File: config.mk
export PLATFORM = sky130hd
export DESIGN_NAME = usbrx_rx
export DESIGN_NICKNAME = d
export VERILOG_FILES = /design/src/rtl/usbrx_pkg.sv /design/src/rtl/usbrx_nrzi.sv /design/src/rtl/usbrx_destuff.sv /design/src/rtl/usbrx_rx.sv
export SDC_FILE = /design/constraint.sdc
export NUM_CORES = 1
export LEC_CHECK = 0
export CAP_MARGIN = 0
export CORE_UTILIZATION = 40
export CTS_BUF_LIST = sky130_fd_sc_hd__clkbuf_8
export DETAILED_ROUTE_END_ITERATION = 10
export DONT_BUFFER_PORTS = 1
export HOLD_SLACK_MARGIN = 0.03
export MAX_ROUTING_LAYER = met4
export SKIP_LAST_GASP = 1
export SYNTH_ARGS = -nofsm -noshare
export SYNTH_HDL_FRONTEND = slang
export SYNTH_SLANG_ARGS = --single-unit
File: constraint.sdc
create_clock -name clk -period 2.3 [get_ports clk]
set_clock_uncertainty 0.15 [all_clocks]
set_input_delay 0.115 -clock clk [delete_from_list [all_inputs] [get_ports clk]]
set_output_delay 0.115 -clock clk [all_outputs]
set_load 0.01 [all_outputs]
File: src/rtl/usbrx_pkg.sv
package usbrx_pkg;

    typedef enum logic [1:0] {
        SYM_SE0 = 2'd0,
        SYM_J   = 2'd1,
        SYM_K   = 2'd2,
        SYM_SE1 = 2'd3
    } sym_e;

    typedef enum logic [1:0] {
        ST_IDLE,
        ST_BIT,
        ST_EOP,
        ST_WAIT
    } fsm_e;

    typedef struct packed {
        logic sop;
        logic bit_vld;
        logic bit_val;
        logic stuff;
        logic eop;
        logic err;
    } evt_t;

    localparam int unsigned STUFF_RUN = 6;

    function automatic logic is_data_sym(input sym_e s);
        return (s == SYM_J) || (s == SYM_K);
    endfunction

endpackage

File: src/rtl/usbrx_nrzi.sv
module usbrx_nrzi
    import usbrx_pkg::*;
(
    input  logic clk,
    input  logic rst,
    input  logic adv,
    input  logic force_j,
    input  sym_e sym,
    output logic same,
    output sym_e prev
);

    always_ff @(posedge clk) begin
        if (rst) begin
            prev <= SYM_J;
        end else if (force_j) begin
            prev <= SYM_J;
        end else if (adv) begin
            prev <= sym;
        end
    end

    assign same = (sym == prev);

endmodule

File: src/rtl/usbrx_destuff.sv
module usbrx_destuff #(
    parameter int unsigned RUN_LEN = 6
) (
    input  logic clk,
    input  logic rst,
    input  logic adv,
    input  logic clr,
    input  logic bit_in,
    output logic stuff,
    output logic viol
);

    localparam int unsigned CW = $clog2(RUN_LEN + 1);

    logic [CW-1:0] ones;
    logic          full;

    assign full  = (ones == CW'(RUN_LEN));
    assign stuff = full & ~bit_in;
    assign viol  = full & bit_in;

    always_ff @(posedge clk) begin
        if (rst) begin
            ones <= '0;
        end else if (clr) begin
            ones <= '0;
        end else if (adv) begin
            if (full || !bit_in) begin
                ones <= '0;
            end else begin
                ones <= ones + 1'b1;
            end
        end
    end

endmodule

File: src/rtl/usbrx_rx.sv
module usbrx_rx
    import usbrx_pkg::*;
#(
    parameter int unsigned RUN_LEN = STUFF_RUN
) (
    input  logic       clk,
    input  logic       rst,
    input  logic       smp_vld_i,
    input  logic [1:0] smp_sym_i,
    output logic       sop_o,
    output logic       bit_vld_o,
    output logic       bit_val_o,
    output logic       stuff_o,
    output logic       eop_o,
    output logic       err_o
);

    sym_e sym;
    sym_e prev;
    fsm_e st_q, st_n;
    evt_t evt_q, evt_n;
    logic same, ds_adv, ds_clr, ds_stuff, ds_viol, force_j;

    assign sym = sym_e'(smp_sym_i);

    usbrx_nrzi u_nrzi (
        .clk     (clk),
        .rst     (rst),
        .adv     (smp_vld_i),
        .force_j (force_j),
        .sym     (sym),
        .same    (same),
        .prev    (prev)
    );

    usbrx_destuff #(.RUN_LEN(RUN_LEN)) u_destuff (
        .clk    (clk),
        .rst    (rst),
        .adv    (ds_adv),
        .clr    (ds_clr),
        .bit_in (same),
        .stuff  (ds_stuff),
        .viol   (ds_viol)
    );

    always_comb begin
        st_n   = st_q;
        evt_n  = '0;
        ds_adv = 1'b0;
        ds_clr = 1'b0;
        if (smp_vld_i) begin
            case (st_q)
                ST_IDLE: begin
                    if (sym == SYM_SE0) begin
                        st_n = ST_WAIT;
                    end else if (sym == SYM_K && prev == SYM_J) begin
                        evt_n.sop = 1'b1;
                        ds_clr    = 1'b1;
                        st_n      = ST_BIT;
                    end
                end
                ST_BIT: begin
                    if (sym == SYM_SE0) begin
                        st_n = ST_EOP;
                    end else if (!is_data_sym(sym)) begin
                        evt_n.err = 1'b1;
                        st_n      = ST_IDLE;
                    end else begin
                        ds_adv = 1'b1;
                        if (ds_viol) begin
                            evt_n.err = 1'b1;
                            st_n      = ST_IDLE;
                        end else if (ds_stuff) begin
                            evt_n.stuff = 1'b1;
                        end else begin
                            evt_n.bit_vld = 1'b1;
                            evt_n.bit_val = same;
                        end
                    end
                end
                ST_EOP: begin
                    if (sym == SYM_J) begin
                        evt_n.eop = 1'b1;
                        st_n      = ST_WAIT;
                    end else if (sym != SYM_SE0) begin
                        evt_n.err = 1'b1;
                        st_n      = ST_IDLE;
                    end
                end
                default: begin
                    if (sym != SYM_SE0) begin
                        st_n = ST_IDLE;
                    end
                end
            endcase
        end
    end

    assign force_j = (st_n == ST_IDLE) && (st_q != ST_IDLE);

    always_ff @(posedge clk) begin
        if (rst) begin
            st_q  <= ST_IDLE;
            evt_q <= '0;
        end else begin
            st_q  <= st_n;
            evt_q <= evt_n;
        end
    end

    assign sop_o     = evt_q.sop;
    assign bit_vld_o = evt_q.bit_vld;
    assign bit_val_o = evt_q.bit_val;
    assign stuff_o   = evt_q.stuff;
    assign eop_o     = evt_q.eop;
    assign err_o     = evt_q.err;

endmodule

Word-level counts from Yosys, hierarchy flattened
Index checks and enable logic that the tools add are counted.
{"block": "word_totals", "reg_bits": 13, "in_bits": 5, "word_cells": 67}
{"block": "classes", "addsub": 1, "n_eq_ne": 7, "n_mux": 27, "bitwise": 7, "reduce_logical": 16}
{"op": "$mux 2", "n": 9}
{"op": "$mux 1", "n": 15}
{"op": "$reduce_or 7->1", "n": 1}
{"op": "$eq 2x1->1 const B", "n": 3}
{"op": "$logic_not 2->1", "n": 3}
{"op": "$pmux 2 s3", "n": 1}
{"op": "$reduce_or 2->1", "n": 3}
{"op": "$reduce_or 6->1", "n": 1}
{"op": "$not 1->1", "n": 5}
{"op": "$eq 2x2->1 const B", "n": 2}
{"op": "$reduce_bool 2->1", "n": 2}
{"op": "$add 3x1->3 const B", "n": 1}
{"op": "$eq 3x3->1 const B", "n": 1}
{"op": "$mux 3", "n": 1}
{"op": "$reduce_or 3->1", "n": 1}
{"op": "$and 1x1->1", "n": 2}
{"op": "$eq 2x2->1", "n": 1}
{"op": "$logic_and 1x1->1", "n": 2}
{"op": "$logic_or 1x1->1", "n": 2}
{"op": "$pmux 1 s2", "n": 1}
{"op": "$logic_not 1->1", "n": 1}

Depth between registers and ports, before layout
{"block": "logic_depth", "depth_word": 10, "mapped_depth": 7, "ltp_nobuf": 7}

Modules after synthesis
From an unflattened synthesis, not the netlist that was laid out.
{"block": "hier_totals", "hier_cells": 89, "hier_area_um2": 799.5}
{"module": "usbrx_rx", "instances": 1, "cells_per_inst": 61, "area_per_inst_um2": 534.3, "seq_area_each_um2": 160.2}
{"module": "usbrx_destuff", "instances": 1, "cells_per_inst": 18, "area_per_inst_um2": 166.4, "seq_area_each_um2": 60.1}
{"module": "usbrx_nrzi", "instances": 1, "cells_per_inst": 10, "area_per_inst_um2": 98.8, "seq_area_each_um2": 40.0}

Worst setup path after synthesis
Ideal clock, no wire load.
{"block": "synth_path", "kind": "reg-to-reg", "startpoint": "reg st_q[1]", "endpoint": "reg u_nrzi.prev[1]", "setup_time_ns": 0.128, "arrival_time_ns": 1.533, "required_ns": 2.022, "path_slack_ns": 0.489, "stages_incl_launch_ff": 8, "n_path_buf": 0, "cell_sequence": "dfxtp_1 > inv_1 > ha_1 > o21ai_0 > o21ai_0 > a221oi_1 > nor4bb_1 > nor3_1"}
{"block": "synth_between", "elab_chain_len": 8}
{"element": "from (decl)", "line_no": "usbrx_rx.sv:20", "text": "fsm_e st_q, st_n;"}
{"element": "from (signal assigned)", "line_no": "usbrx_rx.sv:106", "text": "st_q <= st_n;"}
{"element": "$mux 2", "line_no": "usbrx_rx.sv:70", "text": "if (ds_viol) begin"}
{"element": "$mux 2", "line_no": "usbrx_rx.sv:65", "text": "end else if (!is_data_sym(sym)) begin"}
{"element": "$mux 2", "line_no": "usbrx_rx.sv:63", "text": "if (sym == SYM_SE0) begin"}
{"element": "$pmux 2 s3", "line_no": "usbrx_rx.sv:52", "text": "case (st_q)"}
{"element": "$mux 2", "line_no": "usbrx_rx.sv:51", "text": "if (smp_vld_i) begin"}
{"element": "$logic_not 2->1", "line_no": "usbrx_rx.sv:99", "text": "assign force_j = (st_n == ST_IDLE) && (st_q != ST_IDLE);"}
{"element": "$logic_and 1x1->1 (*)", "line_no": "usbrx_rx.sv:99"}
{"element": "$reduce_or 2->1 (no source line) (*)"}
{"element": "to (signal assigned)", "line_no": "usbrx_nrzi.sv:19", "text": "prev <= sym;"}
{"element": "to (decl)", "line_no": "usbrx_nrzi.sv:10", "text": "output sym_e prev"}
Every way passes the cells marked *; elsewhere a longest branch is shown, timed or not.
A chain may end at the register's enable or synchronous reset.

Worst setup path in the final report
Same ends and word-level chain as after synthesis.

==> qor.csv <==
stage;metric;value;unit
synth;synth_ff_type;dfxtp_1;
sta;setup_viol;0;
synth;netlist_top_cells_area;dfxtp_1, ha_1, nand2_1;
clocking;cts_buffers;3;
run_status;status;complete, no violations;
sta;tns;0;ps
synth;synth_common_cells;dfxtp_1, nand2_1, nor2_1;
final_layout;antenna_cells;0;
routing;firstDrtPassIters;4;
floorplanning;die_w;45.61;um
final_layout;multi_input_area;466.7;sq um
final_layout;layout-area-overhead-vs-synth;12.99;%
sta;hold_viol;0;
sta;worst_slew_pin_slew;366.7;ps
synth;synthArstFlopShare;0;%
final_layout;num-fill-cells;170;
grt;grt_pass1_wl;2622;um
routing;drcViolationCount;0;
power;total_power;560.6;uW
placed_design;globalplace.congestion;0.9307;
power;power_density;652.2;nW/um^2
worst_setup_path;r2r_cells;7;
synth;synth_most_common_cell;dfxtp_1;
floorplanning;die_area;2080;sq um
hold_path;hp-start;smp_sym_i[0];
clocking;clockRootBuffer;clkbuf_8;
worst_setup_path;crit_slowest_cell;dfxtp_1;
floorplanning;ios;11;
synth;syn-cell-area;760.7;sq um
routing;first_iter_violations;33;
clocking;clk_latency;240;ps
routing;drt-total-wl;1590;um
synth;yosys.cell_types.count;32;
sta;slew_violations;0;
sta;worst_hold_slack;40.45;ps
grt;grt_antenna_before_repair;0;
floorplanning;coreArea;1745;sq um
sta;min_period_over_period;91.01;%
synth;synth_nets;104;
worst_setup_path;critPathKind;register to register;
placed_design;numPortBuffers;0;
routing;vias;630;
power;ir_worst_vdd;0.3565;mV
final_layout;layout-drive-gt1-share;6.383;%
synth;yosys.area.top_type;dfxtp_1;
sta;max_clock_freq;477.7;MHz
sta;grt_setup_unrepaired;no;
routing;via_per_inst;5.294;
hold_path;min_path_cells;3;
synth;synth_top_area_share;34.21;%
synth;yosys_warnings;0;
sta;maxSlewHeadroom;75.24;%
worst_setup_path;timing.rr.start;st_q[1];
synth;syn_avg_cell_area;8.453;sq um
synth;synth_edf_count;0;
routing;antenna_left;0;
routing;drt-wirelength-per-cell;13.36;um
final_layout;nNetsFinal;109;
worst_setup_path;required;2270;ps
hold_path;hold_end;u_nrzi.prev[0];
worst_setup_path;worst_path_largest_cell_delay;430;ps
grt;grt_max_degree;10;
grt;grt_pass1_vias;602;
worst_setup_path;cpMostUsedCell;o21ai_0;
placed_design;dpl.hpwl;1155;um
worst_setup_path;start_kind;register;
clocking;ctsHtreeMaxLevel;1;
synth;ys_seq_elements;13;
clocking;clkTransAtPathRegs;60;ps
grt;grt_usage;18.54;%
clocking;clk_path_buf_depth;2;
final_layout;seq_area;260.3;sq um
grt;overflow;0;
hold_path;hp-class;primary input to register;
sta;fin_crit;2093;ps
worst_setup_path;path_max_fanout;6;
floorplanning;row_count;15;
synth;synthCells;90;
clocking;cts_tree;built;
worst_setup_path;crit-reg2reg-capture;u_nrzi.prev[1];
flow_run;maxCapViolations;0;
worst_setup_path;critPathCaptureType;register;
worst_setup_path;crit_chain;inv_1 > ha_1 > o21ai_0 > o21ai_0 > a221oi_1 > nor4bb_2 > nor3_1;
worst_setup_path;crit_arrival;2070;ps
synth;synth_seq_area_share;34.21;%
floorplanning;start_util;43.58;%
power;p_leak;0.3418;nW
clocking;cts.sinks;13;
floorplanning;dieHeight;45.61;um
worst_setup_path;reg2reg_slack;210;ps
clocking;post-cts-setup-buffers;0;
==> critical path, delay by kind of cell, from the launching register on <==
| family | cells | cell delay, ps |
|---|---|---|
| compound gates | 3 | 610 |
| fa+ha+maj | 1 | 260 |
| buf+inv | 1 | 140 |
| flops | 1 | 430 |
| simple gates | 2 | 380 |
==> how the worst max path moves through the flow <==
stage | endpoint | from | slack, ps
2_1_floorplan | u_nrzi.prev[1] | st_q[1] | 490
3_3_place_gp | u_nrzi.prev[1] | st_q[1] | 270
3_5_place_dp | u_nrzi.prev[1] | st_q[1] | 260
4_1_cts | u_nrzi.prev[1] | st_q[1] | 240
5_1_grt | u_nrzi.prev[1] | st_q[1] | 60
6_report | u_nrzi.prev[1] | st_q[1] | 210
==> flip-flops by register name, indices dropped and copies added (netlist names) <==
register,flops
bit_vld_o,1
u_destuff.ones,3
eop_o,1
bit_val_o,1
err_o,1
stuff_o,1
st_q,2
u_nrzi.prev,2
sop_o,1
==> layout by cell type (no fill, tap or decap), drive strengths merged, types with 2 or more instances in the layout <==
| master | count |
|---|---|
| o21ai | 4 |
| dlygate4sd3 | 3 |
| clkbuf | 3 |
| a21oi | 2 |
| nand2 | 12 |
| xnor2 | 3 |
| nor3 | 4 |
| nor2 | 10 |
| ha | 9 |
| inv | 8 |
| a211oi | 2 |
| a22oi | 2 |
| dfxtp | 13 |
==> kinds of logic after synthesis <==
group / Yosys count / synth area share, %
compound gates: 17 / 16.28
mux: 1 / 1.316
fa+ha+maj: 9 / 14.80
flops: 13 / 34.21
simple gates: 36 / 23.52
xor+xnor: 4 / 4.606
buf+inv: 10 / 5.263
==> where the power goes <==
part,leakage [nW],internal (mW),switching (mW)
registers,0.105,0.236,0.0121
logic,0.209,0.0489,0.0641
clock network,0.0269,0.118,0.0821
total,0.342,0.402,0.158
==> repair_timing <==
action	CTS	global route
endpoints found under the setup margin	0	2
endpoints found under the hold margin	13	0
gates resized for setup	0	1
hold buffers	3	0
==> area by class of cell <==
type,count,area share (%)
Tap cell,25,3.639
Clock buffer,3,4.803
Inverter,7,3.057
Multi-Input combinational cell,67,54.29
Sequential cell,13,30.28
Clock inverter,1,0.4367
Timing Repair Buffer,3,3.493
==> per-layer routing <==
metal	global-route usage, %	wire, um	vias up	part of all wire [%]
met5	-	0	-	0
li1	-	-	325	-
met3	4.365	101	4	6.4
met1	24.40	777	270	49
met2	26.00	688	31	43
met4	9.697	23	0	1.4
==> through the flow <==
stage / instance area (sq um) / instances / setup slack [ps] / util, %
after global placement: 778.2 / 112 / 271.2 / 44.59
after floorplan: 760.7 / 90 / 488.6 / -
after global routing: 859.6 / 119 / 64.25 / 49.25
after detailed placement: 778.2 / 112 / 264.3 / 44.59
after CTS: 853.3 / 119 / 239.0 / 48.89
final: 859.6 / 119 / 206.8 / 49.25
(Power assumes the default switching activity.)
